## src/rtl/secs_alarm_pkg.sv

```systemverilog
package secs_alarm_pkg;

    localparam int DW = 32;
    localparam int AW = 12;
    localparam int ID_N = 8;
    localparam int ID_IW = $clog2(ID_N);

    localparam logic [AW-1:0] OFF_COUNT = AW'('h000);
    localparam logic [AW-1:0] OFF_MATCH = AW'('h004);
    localparam logic [AW-1:0] OFF_LOAD  = AW'('h008);
    localparam logic [AW-1:0] OFF_CTRL  = AW'('h00C);
    localparam logic [AW-1:0] OFF_MASK  = AW'('h010);
    localparam logic [AW-1:0] OFF_RAW   = AW'('h014);
    localparam logic [AW-1:0] OFF_MSKD  = AW'('h018);
    localparam logic [AW-1:0] OFF_CLR   = AW'('h01C);
    localparam logic [AW-1:0] OFF_ID    = AW'('hFE0);

    typedef enum logic [3:0] {
        SEL_COUNT, SEL_MATCH, SEL_LOAD, SEL_CTRL,
        SEL_MASK,  SEL_RAW,   SEL_MSKD, SEL_CLR,
        SEL_ID,    SEL_NONE
    } reg_sel_e;

    typedef struct packed {
        logic             wr;
        logic             rd;
        reg_sel_e         sel;
        logic [ID_IW-1:0] id_idx;
        logic [DW-1:0]    wdata;
    } bus_cmd_t;

    function automatic logic [AW-1:0] word_of(input logic [AW-1:0] a);
        return {a[AW-1:2], 2'b00};
    endfunction

    function automatic reg_sel_e decode_sel(input logic [AW-1:0] a);
        logic [AW-1:0] w;
        w = word_of(a);
        if (w >= OFF_ID) return SEL_ID;
        case (w)
            OFF_COUNT: return SEL_COUNT;
            OFF_MATCH: return SEL_MATCH;
            OFF_LOAD:  return SEL_LOAD;
            OFF_CTRL:  return SEL_CTRL;
            OFF_MASK:  return SEL_MASK;
            OFF_RAW:   return SEL_RAW;
            OFF_MSKD:  return SEL_MSKD;
            OFF_CLR:   return SEL_CLR;
            default:   return SEL_NONE;
        endcase
    endfunction

    function automatic logic [7:0] id_byte(input logic [ID_IW-1:0] idx);
        case (idx)
            3'd0:    return 8'h31;
            3'd1:    return 8'h10;
            3'd2:    return 8'h14;
            3'd3:    return 8'h00;
            3'd4:    return 8'h0D;
            3'd5:    return 8'hF0;
            3'd6:    return 8'h05;
            default: return 8'hB1;
        endcase
    endfunction

endpackage

```

## src/rtl/sa_counter.sv

```systemverilog
module sa_counter #(
    parameter int W = secs_alarm_pkg::DW
) (
    input  logic         clk,
    input  logic         rst,
    input  logic         tick_en,
    input  logic         load_wr,
    input  logic [W-1:0] load_data,
    output logic [W-1:0] cnt_q,
    output logic [W-1:0] cnt_nxt,
    output logic         cnt_adv,
    output logic [W-1:0] load_q
);

    always_comb begin
        cnt_adv = load_wr | tick_en;
        if (load_wr)
            cnt_nxt = load_data;
        else if (tick_en)
            cnt_nxt = cnt_q + W'(1);
        else
            cnt_nxt = cnt_q;
    end

    always_ff @(posedge clk) begin
        if (rst) begin
            cnt_q  <= '0;
            load_q <= '0;
        end else begin
            cnt_q <= cnt_nxt;
            if (load_wr)
                load_q <= load_data;
        end
    end

endmodule

```

## src/rtl/sa_alarm.sv

```systemverilog
module sa_alarm #(
    parameter int W = secs_alarm_pkg::DW
) (
    input  logic         clk,
    input  logic         rst,
    input  logic         cnt_adv,
    input  logic [W-1:0] cnt_nxt,
    input  logic         match_wr,
    input  logic         mask_wr,
    input  logic [W-1:0] wdata,
    input  logic         clr_wr,
    output logic [W-1:0] match_q,
    output logic         mask_q,
    output logic         raw_q,
    output logic         irq
);

    logic hit;

    // Equality on the arriving value; a wrapping counter needs no magnitude test.
    assign hit = cnt_adv && (cnt_nxt == match_q);
    assign irq = raw_q & mask_q;

    always_ff @(posedge clk) begin
        if (rst) begin
            match_q <= '0;
            mask_q  <= 1'b0;
            raw_q   <= 1'b0;
        end else begin
            if (match_wr) match_q <= wdata;
            if (mask_wr)  mask_q  <= wdata[0];
            if (hit)
                raw_q <= 1'b1;
            else if (clr_wr)
                raw_q <= 1'b0;
        end
    end

endmodule

```

## src/rtl/sa_readmux.sv

```systemverilog
module sa_readmux
    import secs_alarm_pkg::*;
#(
    parameter int W = DW
) (
    input  logic             clk,
    input  logic             rst,
    input  logic             rd,
    input  reg_sel_e         sel,
    input  logic [ID_IW-1:0] id_idx,
    input  logic [W-1:0]     cnt_q,
    input  logic [W-1:0]     match_q,
    input  logic [W-1:0]     load_q,
    input  logic             mask_q,
    input  logic             raw_q,
    output logic [W-1:0]     rdata_q
);

    logic [W-1:0] rd_val;

    always_comb begin
        case (sel)
            SEL_COUNT: rd_val = cnt_q;
            SEL_MATCH: rd_val = match_q;
            SEL_LOAD:  rd_val = load_q;
            SEL_CTRL:  rd_val = W'(1);
            SEL_MASK:  rd_val = W'(mask_q);
            SEL_RAW:   rd_val = W'(raw_q);
            SEL_MSKD:  rd_val = W'(raw_q & mask_q);
            SEL_ID:    rd_val = W'(id_byte(id_idx));
            default:   rd_val = '0;
        endcase
    end

    always_ff @(posedge clk) begin
        if (rst)
            rdata_q <= '0;
        else if (rd)
            rdata_q <= rd_val;
    end

endmodule

```

## src/rtl/secs_alarm_rtc.sv

```systemverilog
module secs_alarm_rtc
    import secs_alarm_pkg::*;
(
    input  logic          clk,
    input  logic          rst,
    input  logic          tick_en,
    input  logic [AW-1:0] bus_addr,
    input  logic          bus_wr,
    input  logic [DW-1:0] bus_wdata,
    input  logic          bus_rd,
    output logic [DW-1:0] bus_rdata,
    output logic          irq_o
);

    bus_cmd_t      cmd;
    logic          load_wr, match_wr, mask_wr, clr_wr;
    logic [DW-1:0] cnt_q, cnt_nxt, load_q, match_q;
    logic          cnt_adv, mask_q, raw_q;

    always_comb begin
        cmd.wr     = bus_wr;
        cmd.rd     = bus_rd;
        cmd.sel    = decode_sel(bus_addr);
        cmd.id_idx = bus_addr[ID_IW+1:2];
        cmd.wdata  = bus_wdata;
    end

    assign load_wr  = cmd.wr && (cmd.sel == SEL_LOAD);
    assign match_wr = cmd.wr && (cmd.sel == SEL_MATCH);
    assign mask_wr  = cmd.wr && (cmd.sel == SEL_MASK);
    assign clr_wr   = cmd.wr && (cmd.sel == SEL_CLR);

    sa_counter #(.W(DW)) cnt_u (
        .clk       (clk),
        .rst       (rst),
        .tick_en   (tick_en),
        .load_wr   (load_wr),
        .load_data (cmd.wdata),
        .cnt_q     (cnt_q),
        .cnt_nxt   (cnt_nxt),
        .cnt_adv   (cnt_adv),
        .load_q    (load_q)
    );

    sa_alarm #(.W(DW)) alm_u (
        .clk      (clk),
        .rst      (rst),
        .cnt_adv  (cnt_adv),
        .cnt_nxt  (cnt_nxt),
        .match_wr (match_wr),
        .mask_wr  (mask_wr),
        .wdata    (cmd.wdata),
        .clr_wr   (clr_wr),
        .match_q  (match_q),
        .mask_q   (mask_q),
        .raw_q    (raw_q),
        .irq      (irq_o)
    );

    sa_readmux #(.W(DW)) rmx_u (
        .clk     (clk),
        .rst     (rst),
        .rd      (cmd.rd),
        .sel     (cmd.sel),
        .id_idx  (cmd.id_idx),
        .cnt_q   (cnt_q),
        .match_q (match_q),
        .load_q  (load_q),
        .mask_q  (mask_q),
        .raw_q   (raw_q),
        .rdata_q (bus_rdata)
    );

endmodule

```

## config.mk

```make
export PLATFORM = sky130hd
export DESIGN_NAME = secs_alarm_rtc
export DESIGN_NICKNAME = d
export VERILOG_FILES = /design/src/rtl/secs_alarm_pkg.sv /design/src/rtl/sa_counter.sv /design/src/rtl/sa_alarm.sv /design/src/rtl/sa_readmux.sv /design/src/rtl/secs_alarm_rtc.sv
export SDC_FILE = /design/constraint.sdc
export NUM_CORES = 1
export LEC_CHECK = 0
export ABC_AREA = 1
export BUFFER_PORTS_ARGS = -buffer_cell sky130_fd_sc_hd__clkbuf_2
export CORE_MARGIN = 1
export CORE_UTILIZATION = 40
export DETAILED_ROUTE_END_ITERATION = 10
export PLACE_DENSITY = 0.67
export SLEW_MARGIN = 20
export SYNTH_ARGS = -nofsm -noshare
export SYNTH_HDL_FRONTEND = slang
export SYNTH_SLANG_ARGS = --single-unit
```

## constraint.sdc

```tcl
create_clock -name clk -period 5.9 [get_ports clk]
set_input_delay 0.59 -clock clk [delete_from_list [all_inputs] [get_ports clk]]
set_output_delay 0.59 -clock clk [all_outputs]
set_load 0.01 [all_outputs]
```

**Word-level counts from Yosys, hierarchy flattened**

Memories as Yosys holds them, arrays and structs flattened.
Index checks and enable logic that the tools add are counted.

- Bits in registers: 130
- Memory bits (read-only): 128
- Output and inout bits: 33
- Memories kept: 1

Memory list:

| name | depth | width | rd ports | clocked after Yosys merged registers in | wr ports | line | text |
|---|---|---|---|---|---|---|---|
| (name not given) | 32 | 4 | 1 | 0 | 0 | secs_alarm_pkg.sv:40 | `case (w)` |

- Add/sub/neg operators: 1
- Magnitude comparators: 1
- Eq/ne operators: 15
- Muxes and demuxes: 10
- Bitwise gates (word level): 3
- Reduce and logical (&&, ||, !) cells: 9

Operators by type and width:

| operator | number |
|---|---|
| $pmux 32 s8 | 1 |
| $mux 32 | 2 |
| $pmux 8 s7 | 1 |
| $add 32x1->32 const B | 1 |
| $eq 32x32->1 | 1 |
| $eq 4x3->1 const B | 4 |
| $ge 12x12->1 const B | 1 |
| $mux 4 | 3 |
| $eq 3x3->1 const B | 3 |
| $eq 4x2->1 const B | 2 |
| $logic_not 7->1 | 1 |
| $eq 3x2->1 const B | 2 |
| $logic_and 1x1->1 | 5 |
| $eq 4x1->1 const B | 1 |
| $eq 4x4->1 const B | 1 |
| $logic_not 4->1 | 1 |
| $eq 3x1->1 const B | 1 |
| $logic_not 3->1 | 1 |
| $mux 1 | 3 |
| $and 1x1->1 | 2 |
| $reduce_bool 2->1 | 1 |
| $or 1x1->1 | 1 |

**Logic depth before layout (Yosys ltp)**

- Depth in word-level cells: 9
- Depth in mapped cells: 18
- Gate-level depth less buffers: 18

**By module**

A second synthesis with hierarchy kept.

- Cell total of the unflattened synthesis: 1,088
- Area total of the unflattened synthesis: 7,089.3 sq um

By module, submodules not included:

| module | times used | cells an instance | area each (sq um) | seq. area each (sq um) |
|---|---|---|---|---|
| sa_counter | 1 | 463 | 3,154.3 | 1,281.2 |
| sa_readmux | 1 | 323 | 2,052.0 | 640.6 |
| sa_alarm | 1 | 265 | 1,724.2 | 680.7 |
| secs_alarm_rtc | 1 | 37 | 158.9 | 0.0 |

**Least setup slack after synthesis**

OpenSTA, ideal clock, no wires.

- Path kind: input -> register
- Start: input port tick_en
- End: register alm_u.raw_q
- Library setup time: 70 ps
- Arrival: 2,022 ps
- Slack: 3,807 ps
- Cell stages on the path: 16
- Buffers on the path: 1
- Cells stage by stage: buf_2 -> nand2_1 -> nor2_4 -> nand2_2 -> inv_2 -> or2_2 -> nand3_1 -> and2_1 -> nor2_1 -> nor2_1 -> nand2_1 -> nor2_1 -> nand2_1 -> nor2_1 -> nand2_1 -> a21oi_1

- Cells in the longest elaborated chain, start to end: 5
- Elaborated cells on any way between the ends: 7
- Classes of those cells: eq/ne (1); mux (3); bitwise (1); reduce/logical (2)

RTL lines:

| what | line | text |
|---|---|---|
| start, declared | secs_alarm_rtc.sv:6 | `input logic tick_en,` |
| $mux 32 | sa_counter.sv:19 | `else if (tick_en)` |
| $mux 32 | sa_counter.sv:17 | `if (load_wr)` |
| $eq 32x32->1 | sa_alarm.sv:21 | `assign hit = cnt_adv && (cnt_nxt == match_q);` |
| $logic_and 1x1->1 (*) | sa_alarm.sv:21 |  |
| $mux 1 or $reduce_bool 2->1 (tied branches) | -- |  |
| end signal, assigned | sa_alarm.sv:28 | `raw_q <= 1'b0;` |
| end signal, assigned | sa_alarm.sv:33 | `raw_q <= 1'b1;` |
| end signal, assigned | sa_alarm.sv:35 | `raw_q <= 1'b0;` |
| end, declared | sa_alarm.sv:14 | `output logic raw_q,` |

Mark *: on every way between the ends. The rest lies on a longest branch, timed or not.
A chain may end at the register's enable or synchronous reset.

**Final worst setup path**

- Start: input port bus_addr[9]
- End: register alm_u.match_q[14]

- Cells in the longest elaborated chain, start to end: 5
- Elaborated cells on any way between the ends: 7
- Classes of those cells: order compare (1); eq/ne (1); mux (3); reduce/logical (2)

RTL lines:

| what | line | text |
|---|---|---|
| start, declared | secs_alarm_rtc.sv:7 | `input logic [AW-1:0] bus_addr,` |
| $ge 12x12->1 or $logic_not 7->1 (tied branches) | secs_alarm_pkg.sv:39, secs_alarm_pkg.sv:40 |  |
| $mux 1 or $mux 4 (tied branches) | secs_alarm_pkg.sv:39, secs_alarm_pkg.sv:40 |  |
| $mux 4 (*) | secs_alarm_pkg.sv:40 |  |
| $eq 4x1->1 (*) | secs_alarm_rtc.sv:29 | `assign match_wr = cmd.wr && (cmd.sel == SEL_MATCH);` |
| $logic_and 1x1->1 (*) | secs_alarm_rtc.sv:29 |  |
| end signal, assigned | sa_alarm.sv:30 | `if (match_wr) match_q <= wdata;` |
| end, declared | sa_alarm.sv:12 | `output logic [W-1:0] match_q,` |

Marks and branches as above.

==> impl_metrics.tcl <==
set metrics [dict create \
    ys_seq_area_share_pct 37.20 \
    cp_max_fo 40 \
    end_kind "register" \
    drv_slew 0 \
    htree_levels 4 \
    grt_pass1_vias 6566 \
    fin_hold_ws_ns 0.4173 \
    criticalPathCategory "in2reg" \
    drtPass1Iterations 5 \
    final_nets 1200 \
    slew_headroom_pct 35.33 \
    cp.required_ns 6.24 \
    initial_core_util_pct 41.59 \
    synth_seq_cells 130 \
    die_x_um 134.2 \
    place_congestion 0.9545 \
    r2r-start "cnt_u.cnt_q[0]" \
    cts_made_buffers 17 \
    r2r_slack_ns 3.41 \
    path_clk_slew_ns 0.06 \
    dpl_cell_area_um2 7518 \
    p_per_area_nw_per_um2 250.8 \
    drtAntennaViolNets 0 \
    core_um2 16820 \
    die_h_um 134.2 \
    drc 0 \
    worst_clock_skew_ns 0.01176 \
    peakVddDrop_v 0.0001866 \
    grt_overflow 0 \
    fp.dieArea_um2 18020 \
    tightest_slew_ns 0.9701 \
    grtUsageTotal_pct 24.24 \
    crit_arrival_ns 3.47 \
    clock_latency_ns 0.44 \
    cts-resized-gates 0 \
    status "complete, no violations" \
    period_share_pct 53.06 \
    ios 82 \
    maxCapViolations 0 \
    synth_edf_count 0 \
    post_cts.repair.setup_buffers 0 \
    cts.sinks 130 \
    rr_endpoint "alm_u.raw_q" \
    wl_um 21160 \
    rr_worst_depth 17 \
    design_area_um2 8130 \
    syn_inst 1091 \
    grt_max_degree 91 \
    wl_per_cell_um 15.29 \
    fin_util_pct 48.34 \
    hold_end "cnt_u.load_q[27]" \
    leakage_nw 3.203 \
    antenna_found_initial 1 \
    grt_pass1_wl_um 33780 \
    avgSynthCellArea_um2 6.412 \
    drive_above_1_share_pct 12.90 \
    rsz0062_at_grt "false" \
    fin_total_pwr_mw 2.039 \
    vias 7186 \
    min_path_cells 3 \
    vias_per_cell 5.192 \
    startpoint_type "input port" \
    area_growth_pct 16.22 \
    drtIter0Drc 599 \
    synth_ff_type "dfxtp_1" \
    period_minus_slack_ns 3.130 \
    synth.net_count 1141 \
    cts_tree "yes" \
    achievable-frequency_ghz 0.3195 \
    cts_root_buf "clkbuf_16" \
    post_synth_num_cell_types 37 \
    synthArstFlopShare_pct 0 \
    num_rows 47 \
    hp-class "in2reg" \
    hold_viol 0 \
    cts_hold_buffers 0 \
    min-delay-start "bus_wdata[27]" \
    timing.setup.tns_ns 0 \
    finalSetupViolCount 0 \
    port_buffers 79 \
    ys_warn_count 0 \
    cts_max_path_buffers 2 \
    place_hpwl_um 14830 \
    netlist_area_um2 6995 \
]
[worst max-delay path, stage by stage]
cell,delay (ns)
clkbuf_2,0.09
nor2_1,0.10
nand2_1,0.09
nor2_4,0.21
inv_1,0.08
nor2_1,0.09
nor2_1,0.07
nand2_1,0.05
buf_4,0.37
clkinv_1,0.37
nand2_2,0.71
buf_4,0.38
nor2_1,0.07
a211oi_1,0.18
[registers in the layout, summed over array words and instances, names as in the netlist]
signal	cells
rmx_u.rdata_q	32
cnt_u.load_q	32
alm_u.match_q	32
alm_u.mask_q	1
cnt_u.cnt_q	32
alm_u.raw_q	1
[final cells by class]
cell class | instances | area [µm²]
Inverter | 118 | 442.9
Fill cell | 1758 | 8688
Multi-Input combinational cell | 796 | 3740
Sequential cell | 130 | 2603
Timing Repair Buffer | 87 | 457.9
Tap cell | 220 | 275.3
Antenna cell | 1 | 2.502
Clock buffer | 22 | 484.2
Clock inverter | 10 | 125.1
[layout by cell type, fill, tap and decap left out, types with 7 or more instances in the layout]
| cell type | n |
|---|---|
| buf_4 | 9 |
| a211oi_1 | 30 |
| clkbuf_2 | 78 |
| nand3_1 | 95 |
| inv_1 | 109 |
| nand2_1 | 344 |
| dfxtp_1 | 130 |
| nand4_1 | 16 |
| o21ai_0 | 20 |
| clkbuf_16 | 17 |
| nor2_2 | 7 |
| o221ai_1 | 15 |
| nor2_4 | 7 |
| o22ai_1 | 9 |
| nor2_1 | 111 |
| a21oi_1 | 94 |
[layer usage]
metal	vias up	GRT usage, %	wire length (µm)
met5	-	0	0
li1	3672	-	-
met3	48	6.349	1698
met1	3235	32.67	9638
met2	231	36.38	9123
met4	0	10.42	695
[Yosys cell counts (all sizes together), types with 15 or more instances]
master	n	area share, %
nand2	350	19
dfxtp	130	37
nor2	125	7.7
inv	115	6.2
nand3	96	6.9
a21oi	94	6.7
a211oi	30	3.2
buf	24	1.8
o21ai	24	1.7
clkbuf	23	1.2
nand4	17	1.7
o221ai	15	1.9
[stage by stage]
step	instances	setup slack [ns]
floorplan	1091	3.807
global placement	1351	2.443
detailed placement	1351	2.363
CTS	1383	2.801
global route	1383	2.483
finish	1384	2.770
[cells by family after synthesis]
group / share of synthesized area, %
and+or+nand+nor: 37.06
xor gates and xnor gates: 0.7512
AOI/OAI and AO/OA: 15.44
DFF: 37.20
buffers and inverters: 9.372
adders and majority gates: 0.1788
[power by group]
part / total [mW] / switching [mW] / internal, mW
Sequential: 0.884 / 0.00349 / 0.881
Clock: 1.08 / 0.413 / 0.670
Combinational: 0.0723 / 0.0509 / 0.0214
[worst max-delay path by stage]
stage | endpoint | slack (ns) | cells past startpoint | start
after floorplan | alm_u.raw_q | 3.81 | 16 | tick_en
after global placement | alm_u.match_q[14] | 2.44 | 14 | bus_addr[9]
after detailed placement | alm_u.match_q[29] | 2.36 | 14 | bus_addr[9]
after CTS | alm_u.match_q[29] | 2.80 | 14 | bus_addr[9]
after global routing | alm_u.match_q[14] | 2.48 | 13 | bus_addr[8]
final | alm_u.match_q[14] | 2.77 | 14 | bus_addr[9]
(Power assumes the default switching activity.)
